==> src/rtl/hba_cfg_pkg.sv <==
package hba_cfg_pkg;

    localparam int CFG_AW = 8;
    typedef logic [CFG_AW-1:0] cfg_addr_t;

    // Header offsets; only the 4-byte slot of each BAR is decoded here
    localparam cfg_addr_t OFF_CMD      = 8'h04;
    localparam cfg_addr_t OFF_IO_BAR   = 8'h10;
    localparam cfg_addr_t OFF_REG_BAR  = 8'h14;
    localparam cfg_addr_t OFF_RAM_BAR  = 8'h18;
    localparam cfg_addr_t OFF_ROM_BAR  = 8'h30;
    localparam cfg_addr_t OFF_IRQ_LINE = 8'h3C;

    typedef struct packed {
        logic [7:0]  cmd;
        logic [31:0] io_bar;
        logic [31:0] reg_bar;
        logic [31:0] ram_bar;
        logic [31:0] rom_bar;
        logic [7:0]  irq;
    } cfg_view_t;

    function automatic logic in_slot(cfg_addr_t a, cfg_addr_t base);
        return a[CFG_AW-1:2] == base[CFG_AW-1:2];
    endfunction

    function automatic logic [7:0] lane_of(logic [31:0] w, logic [1:0] idx);
        return w[8*idx +: 8];
    endfunction

endpackage

==> src/rtl/cfg_bar_reg.sv <==
module cfg_bar_reg
    import hba_cfg_pkg::*;
#(
    parameter cfg_addr_t   SLOT  = 8'h10,
    parameter logic [31:0] WMASK = 32'hFFFF_FFFF,
    parameter logic [31:0] FIXED = 32'h0000_0000
) (
    input  logic        clk,
    input  logic        rst,
    input  logic        allow,
    input  cfg_addr_t   addr,
    input  logic        we,
    input  logic [7:0]  wdata,
    output logic [31:0] value
);

    localparam int LANES = 4;

    for (genvar b = 0; b < LANES; b++) begin : g_lane
        logic [7:0] lane_q;
        always_ff @(posedge clk) begin
            if (rst)
                lane_q <= '0;
            else if (we && allow && addr == (SLOT + cfg_addr_t'(b)))
                lane_q <= wdata & WMASK[8*b +: 8];
        end
        assign value[8*b +: 8] = lane_q | FIXED[8*b +: 8];
    end

    AST_BAR_FROZEN: assert property (@(posedge clk) disable iff (rst)
        !allow |=> $stable(value));

endmodule

==> src/rtl/cfg_read_mux.sv <==
module cfg_read_mux
    import hba_cfg_pkg::*;
(
    input  cfg_addr_t  addr,
    input  cfg_view_t  view,
    input  logic       ram_fitted,
    output logic [7:0] rdata
);

    always_comb begin
        rdata = 8'h00;
        if (addr == OFF_CMD)
            rdata = view.cmd;
        else if (in_slot(addr, OFF_IO_BAR))
            rdata = lane_of(view.io_bar, addr[1:0]);
        else if (in_slot(addr, OFF_REG_BAR))
            rdata = lane_of(view.reg_bar, addr[1:0]);
        else if (in_slot(addr, OFF_RAM_BAR))
            rdata = ram_fitted ? lane_of(view.ram_bar, addr[1:0]) : 8'h00;
        else if (in_slot(addr, OFF_ROM_BAR))
            rdata = (addr[1:0] == 2'd0) ? {7'd0, view.rom_bar[0]}
                                        : lane_of(view.rom_bar, addr[1:0]);
        else if (addr == OFF_IRQ_LINE)
            rdata = view.irq;
    end

endmodule

==> src/rtl/hba_cfg_space.sv <==
module hba_cfg_space
    import hba_cfg_pkg::*;
#(
    parameter logic [31:0] WIN_MASK  = 32'hFFFC_F000,
    parameter logic [31:0] IO_MASK   = 32'hFFFF_FF00,
    parameter logic [7:0]  CMD_WMASK = 8'h07,
    parameter logic [7:0]  CMD_RESET = 8'h03
) (
    input  logic        clk,
    input  logic        rst,
    input  logic        ram_fitted,
    input  logic        rom_fitted,
    input  logic [7:0]  cfg_addr,
    input  logic        cfg_we,
    input  logic [7:0]  cfg_wdata,
    output logic [7:0]  cfg_rdata,
    output logic        io_space_en,
    output logic        mem_space_en,
    output logic        reg_win_en,
    output logic [31:0] reg_win_base,
    output logic        ram_win_en,
    output logic [31:0] ram_win_base,
    output logic        rom_win_en,
    output logic [31:0] rom_win_base,
    output logic [7:0]  irq_line
);

    localparam logic [31:0] ROM_WMASK = WIN_MASK | 32'h1;
    localparam int MEM_BIT = 1;

    logic [7:0] cmd_q;
    logic [7:0] irq_q;
    cfg_view_t  view;

    always_ff @(posedge clk) begin
        if (rst) begin
            cmd_q <= CMD_RESET;
            irq_q <= '0;
        end else if (cfg_we) begin
            if (cfg_addr == OFF_CMD)      cmd_q <= cfg_wdata & CMD_WMASK;
            if (cfg_addr == OFF_IRQ_LINE) irq_q <= cfg_wdata;
        end
    end

    cfg_bar_reg #(.SLOT(OFF_IO_BAR), .WMASK(IO_MASK), .FIXED(32'h1)) u_io_bar (
        .clk(clk), .rst(rst), .allow(1'b1), .addr(cfg_addr), .we(cfg_we),
        .wdata(cfg_wdata), .value(view.io_bar));

    cfg_bar_reg #(.SLOT(OFF_REG_BAR), .WMASK(WIN_MASK), .FIXED(32'h0)) u_reg_bar (
        .clk(clk), .rst(rst), .allow(1'b1), .addr(cfg_addr), .we(cfg_we),
        .wdata(cfg_wdata), .value(view.reg_bar));

    cfg_bar_reg #(.SLOT(OFF_RAM_BAR), .WMASK(WIN_MASK), .FIXED(32'h0)) u_ram_bar (
        .clk(clk), .rst(rst), .allow(ram_fitted), .addr(cfg_addr), .we(cfg_we),
        .wdata(cfg_wdata), .value(view.ram_bar));

    cfg_bar_reg #(.SLOT(OFF_ROM_BAR), .WMASK(ROM_WMASK), .FIXED(32'h0)) u_rom_bar (
        .clk(clk), .rst(rst), .allow(rom_fitted), .addr(cfg_addr), .we(cfg_we),
        .wdata(cfg_wdata), .value(view.rom_bar));

    assign view.cmd = cmd_q;
    assign view.irq = irq_q;

    cfg_read_mux u_rd_mux (
        .addr(cfg_addr), .view(view), .ram_fitted(ram_fitted), .rdata(cfg_rdata));

    assign io_space_en  = cmd_q[0];
    assign mem_space_en = cmd_q[MEM_BIT];
    assign irq_line     = irq_q;

    assign reg_win_base = view.reg_bar & WIN_MASK;
    assign reg_win_en   = cmd_q[MEM_BIT] && (reg_win_base != '0);

    assign ram_win_base = ram_fitted ? (view.ram_bar & WIN_MASK) : '0;
    assign ram_win_en   = ram_fitted && cmd_q[MEM_BIT] && (ram_win_base != '0);

    assign rom_win_base = view.rom_bar & WIN_MASK;
    assign rom_win_en   = rom_fitted && view.rom_bar[0] && (rom_win_base != '0);

    AST_CMD_RESET: assert property (@(posedge clk)
        rst |=> (cfg_addr != OFF_CMD) || (cfg_rdata == CMD_RESET));

    AST_MEM_OFF_CLOSES: assert property (@(posedge clk) disable iff (rst)
        (cfg_we && cfg_addr == OFF_CMD && !cfg_wdata[MEM_BIT])
        |=> (!reg_win_en && !ram_win_en));

    AST_ROM_OFF_CLOSES: assert property (@(posedge clk) disable iff (rst)
        (cfg_we && cfg_addr == OFF_ROM_BAR && !cfg_wdata[0])
        |=> !rom_win_en);

    AST_NO_RAM_WINDOW: assert property (@(posedge clk) disable iff (rst)
        !ram_fitted |-> !ram_win_en);

    AST_ROM_LOW_BYTE: assert property (@(posedge clk) disable iff (rst)
        (cfg_addr == OFF_ROM_BAR) |-> (cfg_rdata[7:1] == 7'd0));

endmodule

==> config.mk <==
export PLATFORM = sky130hd
export DESIGN_NAME = hba_cfg_space
export DESIGN_NICKNAME = d
export VERILOG_FILES = /design/src/rtl/hba_cfg_pkg.sv /design/src/rtl/cfg_bar_reg.sv /design/src/rtl/cfg_read_mux.sv /design/src/rtl/hba_cfg_space.sv
export SDC_FILE = /design/constraint.sdc
export NUM_CORES = 1
export LEC_CHECK = 0
export ABC_AREA = 1
export BUFFER_PORTS_ARGS = -buffer_cell sky130_fd_sc_hd__clkbuf_2
export CAP_MARGIN = 10
export CELL_PAD_IN_SITES_DETAIL_PLACEMENT = 0
export CELL_PAD_IN_SITES_GLOBAL_PLACEMENT = 1
export CORE_MARGIN = 5
export CORE_UTILIZATION = 39
export CTS_CLUSTER_SIZE = 40
export DETAILED_ROUTE_END_ITERATION = 6
export GPL_TIMING_DRIVEN = 0
export PLACE_DENSITY = 0.86
export SETUP_SLACK_MARGIN = 0.4
export SYNTH_ARGS = -nofsm -noshare
export SYNTH_HDL_FRONTEND = slang
export SYNTH_HIERARCHICAL = 1
export SYNTH_SLANG_ARGS = --single-unit
==> constraint.sdc <==
create_clock -name clk -period 1.19 [get_ports clk]
set_input_delay 0.0595 -clock clk [delete_from_list [all_inputs] [get_ports clk]]
set_output_delay 0.0595 -clock clk [all_outputs]
set_load 0.05 [all_outputs]
Yosys cells after proc, flatten, opt, wreduce, memory -nomap -nowiden:

Index checks and enable logic that the tools add are counted.
Widths: inputs -> output; s select.

* ROM bits: 0
* memories kept: 0
* register bits: 90
* latch bits: 0
* RAM bits: 0
* input bits: 21
* logic and storage cells: 73

* reduce and logical (&&, ||, !) cells: 26
* $lt $le $gt $ge: 0
* eq/ne operators: 19
* mux-type cells: 9
* div/mod/pow operators: 0
* shift-type cells: 4
* bitwise logic cells: 0
* add/subtract/negate cells: 0
* multipliers: 0

Operators with widths (count)
* $shiftx 32x6->8: 4
* $reduce_bool 32->1: 3
* $eq 8x5->1 const B: 9
* $mux 8: 8
* $eq 8x6->1 const B: 5
* $mux 32: 1
* $logic_and 1x1->1: 20
* $eq 6x3->1 const B: 3
* $eq 8x3->1 const B: 1
* $eq 6x4->1 const B: 1
* $reduce_and 2->1: 2
* $logic_not 2->1: 1

Depth between registers and ports, before layout:

* depth in word-level cells: 7
* mapped depth: 9

Modules after synthesis:

Netlist, hierarchy kept.

By module, submodules not included
* cfg_bar_reg (u_ram_bar ...): times used 2, area an instance 1103.6 um2, cells an instance 174
* cfg_read_mux: times used 1, area an instance 1470.2 um2, cells an instance 335
* cfg_bar_reg (u_io_bar): times used 1, area an instance 1362.6 um2, cells an instance 217
* hba_cfg_space: times used 1, area an instance 1242.4 um2, cells an instance 205
* cfg_bar_reg (u_rom_bar): times used 1, area an instance 1159.9 um2, cells an instance 183

Least setup slack after synthesis:

Ideal clock, no wire load.

* path kind: reg-to-output
* start: reg u_reg_bar.g_lane[2].lane_q[3]
* end: out reg_win_en
* slack: -0.858 ns
* path buffers: 0
* required time: 1.131 ns
* stages on the path, launching flop included: 5
* arrival: 1.988 ns
* path through: dfxtp_1 -> nor2_1 -> nand3_1 -> nor2_1 -> a21boi_0

* word-level cells in the longest chain between the ends: 2

Ends and longest elaborated chain
* start: declaration: RTL line cfg_bar_reg.sv:20 `logic [7:0] lane_q;`
* start signal: assignment: RTL line cfg_bar_reg.sv:25 `lane_q <= wdata & WMASK[8*b +: 8];`
* $reduce_bool 32->1: RTL line hba_cfg_space.sv:72 `assign reg_win_en = cmd_q[MEM_BIT] && (reg_win_base != '0);`
* $logic_and 1x1->1: RTL line hba_cfg_space.sv:72
* end: declaration: RTL line hba_cfg_space.sv:19 `output logic reg_win_en,`

Every way passes these cells.

Worst setup path after layout:

* start: reg u_ram_bar.g_lane[2].lane_q[3]
* end: out cfg_rdata[3]

* word-level cells in the longest chain between the ends: 6

Ends and longest elaborated chain
* start: declaration: RTL line cfg_bar_reg.sv:20
* start signal: assignment: RTL line cfg_bar_reg.sv:25
* $shiftx 32x6->8: RTL line hba_cfg_pkg.sv:28 `return w[8*idx +: 8];`
* $mux 8: RTL line cfg_read_mux.sv:19 `rdata = ram_fitted ? lane_of(view.ram_bar, addr[1:0]) : 8'h00;`
* $mux 8: RTL line cfg_read_mux.sv:18 `else if (in_slot(addr, OFF_RAM_BAR))`
* $mux 8: RTL line cfg_read_mux.sv:16 `else if (in_slot(addr, OFF_REG_BAR))`
* $mux 8: RTL line cfg_read_mux.sv:14 `else if (in_slot(addr, OFF_IO_BAR))`
* $mux 8: RTL line cfg_read_mux.sv:12 `if (addr == OFF_CMD)`
* end: declaration: RTL line hba_cfg_space.sv:16 `output logic [7:0] cfg_rdata,`

Every way passes these cells.

==> impl_metrics.toml <==
[placed_design]
place_inst = 1694
place_ws_ns = -0.975
post-dp-hpwl_microns = 17300
post_dp_cell_area_sq_um = 8790
gp_routability_congestion = 0.899
port-buffer-count = 95

[timing]
setup_ws_ns = -0.464
hold_slack_ns = 0.0914
grt_setup_unrepaired = "yes"
max_freq_mhz = 605
finalCritPeriodShare = 1.39
final.setup.tns_ns = -4.74
hold_violations = 0
finClkSkew_ns = 0
fin_crit_ns = 1.65
setup_viol = 15
slew_viol_final = 0

[routing]
post-route-drc-count = 0
drt-vias-per-instance = 4.42
firstDrtPassIters = 6
routed_wl_microns = 24400
first_iter_violations = 505
vias = 7739
wl_per_cell_microns = 13.9
ant_nets = 0

[setup_path]
worstPathArrival_ns = 1.59
path_common_cell = "nor2_2"
crit_cells = 7
worst-r2r-setup-slack_ns = 0.33
crit_family = "simple AND/OR/NAND/NOR gates"
rr_worst_depth = 6
slowest_delay_ns = 0.33
path_cells = "o21ai_2 > nor2_2 > nor2_2 > nor2_1 > nor2_2 > nand4_1 > buf_8"
endpoint_kind = "output port"
crit_start = "u_ram_bar/g_lane[2].lane_q[3]$_SDFFE_PP0P_"
r2r-start = "u_rom_bar/g_lane[3].lane_q[5]$_SDFFE_PP0P_"
worstPathRequired_ns = 1.13
worstSetupStartpointType = "flip-flop"
crit_fanout = 2
crit_slowest_cell = "dfxtp_2"
r2r-end = "u_rom_bar/g_lane[3].lane_q[5]$_SDFFE_PP0P_"
crit_path_end = "cfg_rdata[3]"
crit_type = "flip-flop to output port"
path_buf_inv = 1

[global_route]
grt_pass1_vias = 7306
track_usage = 0.216
grt_first_pass_wirelength_microns = 37700
overflow = 0
antenna_found_initial = 0
grt_max_degree = 18

[layout]
final_layout_size_suffix_gt1_frac = 0.392
layout.nets = 1532
layout_commonest_cell = "nand2_1"
utilization = 0.613
n_antenna_cell = 0
final_cell_mix = "307 x nand2_1, 213 x inv_1, 148 x nor2_1"
finalNonFillerCells = 1750
fin_area_sq_um = 11500
area_growth_pct = 55.3

[yosys]
syn_avg_cell_area_sq_um = 5.77
synth_area_sq_um = 7390
syn_inst = 1281
synth_warnings = 6

[clocking]
numCtsBuffers = 9
cts_tree = "done"
cts.root.buffer_cell = "clkbuf_16"
clk_path_buf_depth = 2
cts.htree.levels = 3
cts_sinks = 90
clkTransAtPathRegs_ns = 0.07
clk_latency_ns = 0.36

[die]
io_pins = 138
die_w_microns = 148
rows = 50
dieArea_sq_um = 21800
start_util = 0.395
core_area_sq_um = 18700
die_h_microns = 148

[run_status]
violations = "setup timing"
status = "finished with violations"

[pwr]
p_leak_nw = 5.77
p_sw_frac = 0.335
seqPwrFrac = 0.395
pwr-share-clk = 0.378
switching_power_mw = 2.48
peakVddDrop_v = 0.000640
p_int_mw = 4.91
power_density_nw_per_um2 = 644
pwr-share-comb = 0.227
p_total_mw = 7.39

[job]
max_cap_viol_count = 0

[hold_path]
hold_class = "input pin to flip-flop"
cell type report:
cell class | count | area [sq um]
plain buffers | 127 | 1040
clock buffers | 10 | 233
clock inverters | 6 | 47.5
fillers | 1691 | 7230
inverters | 279 | 1100
multi-input cells | 869 | 4500
flip-flops and latches | 90 | 2000
well taps | 234 | 293
repair buffers | 135 | 2260
tightest hold or removal path, cell delays in order:
cell and delay (ns):
clkbuf_2 0.23, nand2_1 0.08, nand3_1 0.05
worst min path at each step:
| stage | from | endpoint | slack [ns] | cells after the start |
|---|---|---|---|---|
| floorplan | cfg_wdata[0] | cmd_q[0]$_SDFFE_PP1P_ | 0.17 | 2 |
| global placement | cfg_wdata[1] | cmd_q[1]$_SDFFE_PP1P_ | 0.47 | 3 |
| detailed placement | cfg_wdata[0] | cmd_q[0]$_SDFFE_PP1P_ | 0.46 | 3 |
| CTS | cfg_wdata[0] | cmd_q[0]$_SDFFE_PP1P_ | 0.09 | 3 |
| global route | cfg_wdata[0] | cmd_q[0]$_SDFFE_PP1P_ | 0.11 | 3 |
| finish | cfg_wdata[0] | cmd_q[0]$_SDFFE_PP1P_ | 0.09 | 3 |
flip-flops by register name, summed over array words and instances, names as in the netlist:
name	count
u_io_bar/g_lane.lane_q	24
u_rom_bar/g_lane.lane_q	19
u_ram_bar/g_lane.lane_q	18
u_reg_bar/g_lane.lane_q	18
irq_line	8
cmd_q	3
per-layer routing:
metal  track usage  vias up  routed length [microns]
met2         0.363      230                    11600
li1              -     4092                        -
met4        0.0680        0                      576
met3        0.0383       41                     1200
met5             0        -                        0
met1         0.281     3376                    11000
timing repair:
| action | CTS | global route |
|---|---|---|
| hold buffers | 0 | 0 |
| pin swaps | 39 | 60 |
| endpoints found under the setup margin | 164 | 153 |
| resized for setup | 352 | 168 |
| hold endpoints to repair | 0 | 0 |
| buffers inserted | 14 | 23 |
| gates cloned | 0 | 3 |
power by group through the flow:
stage / Sequential [mW] / Clock, mW / Combinational [mW]
global placement: 3.05 / 0 / 1.49
finish: 2.92 / 2.79 / 1.68
CTS: 2.93 / 2.86 / 1.57
floorplan: 3.06 / 0 / 1.16
global route: 2.91 / 2.99 / 1.81
detailed placement: 3.05 / 0 / 1.50
No activity file was read; power rests on OpenSTA's default activity.
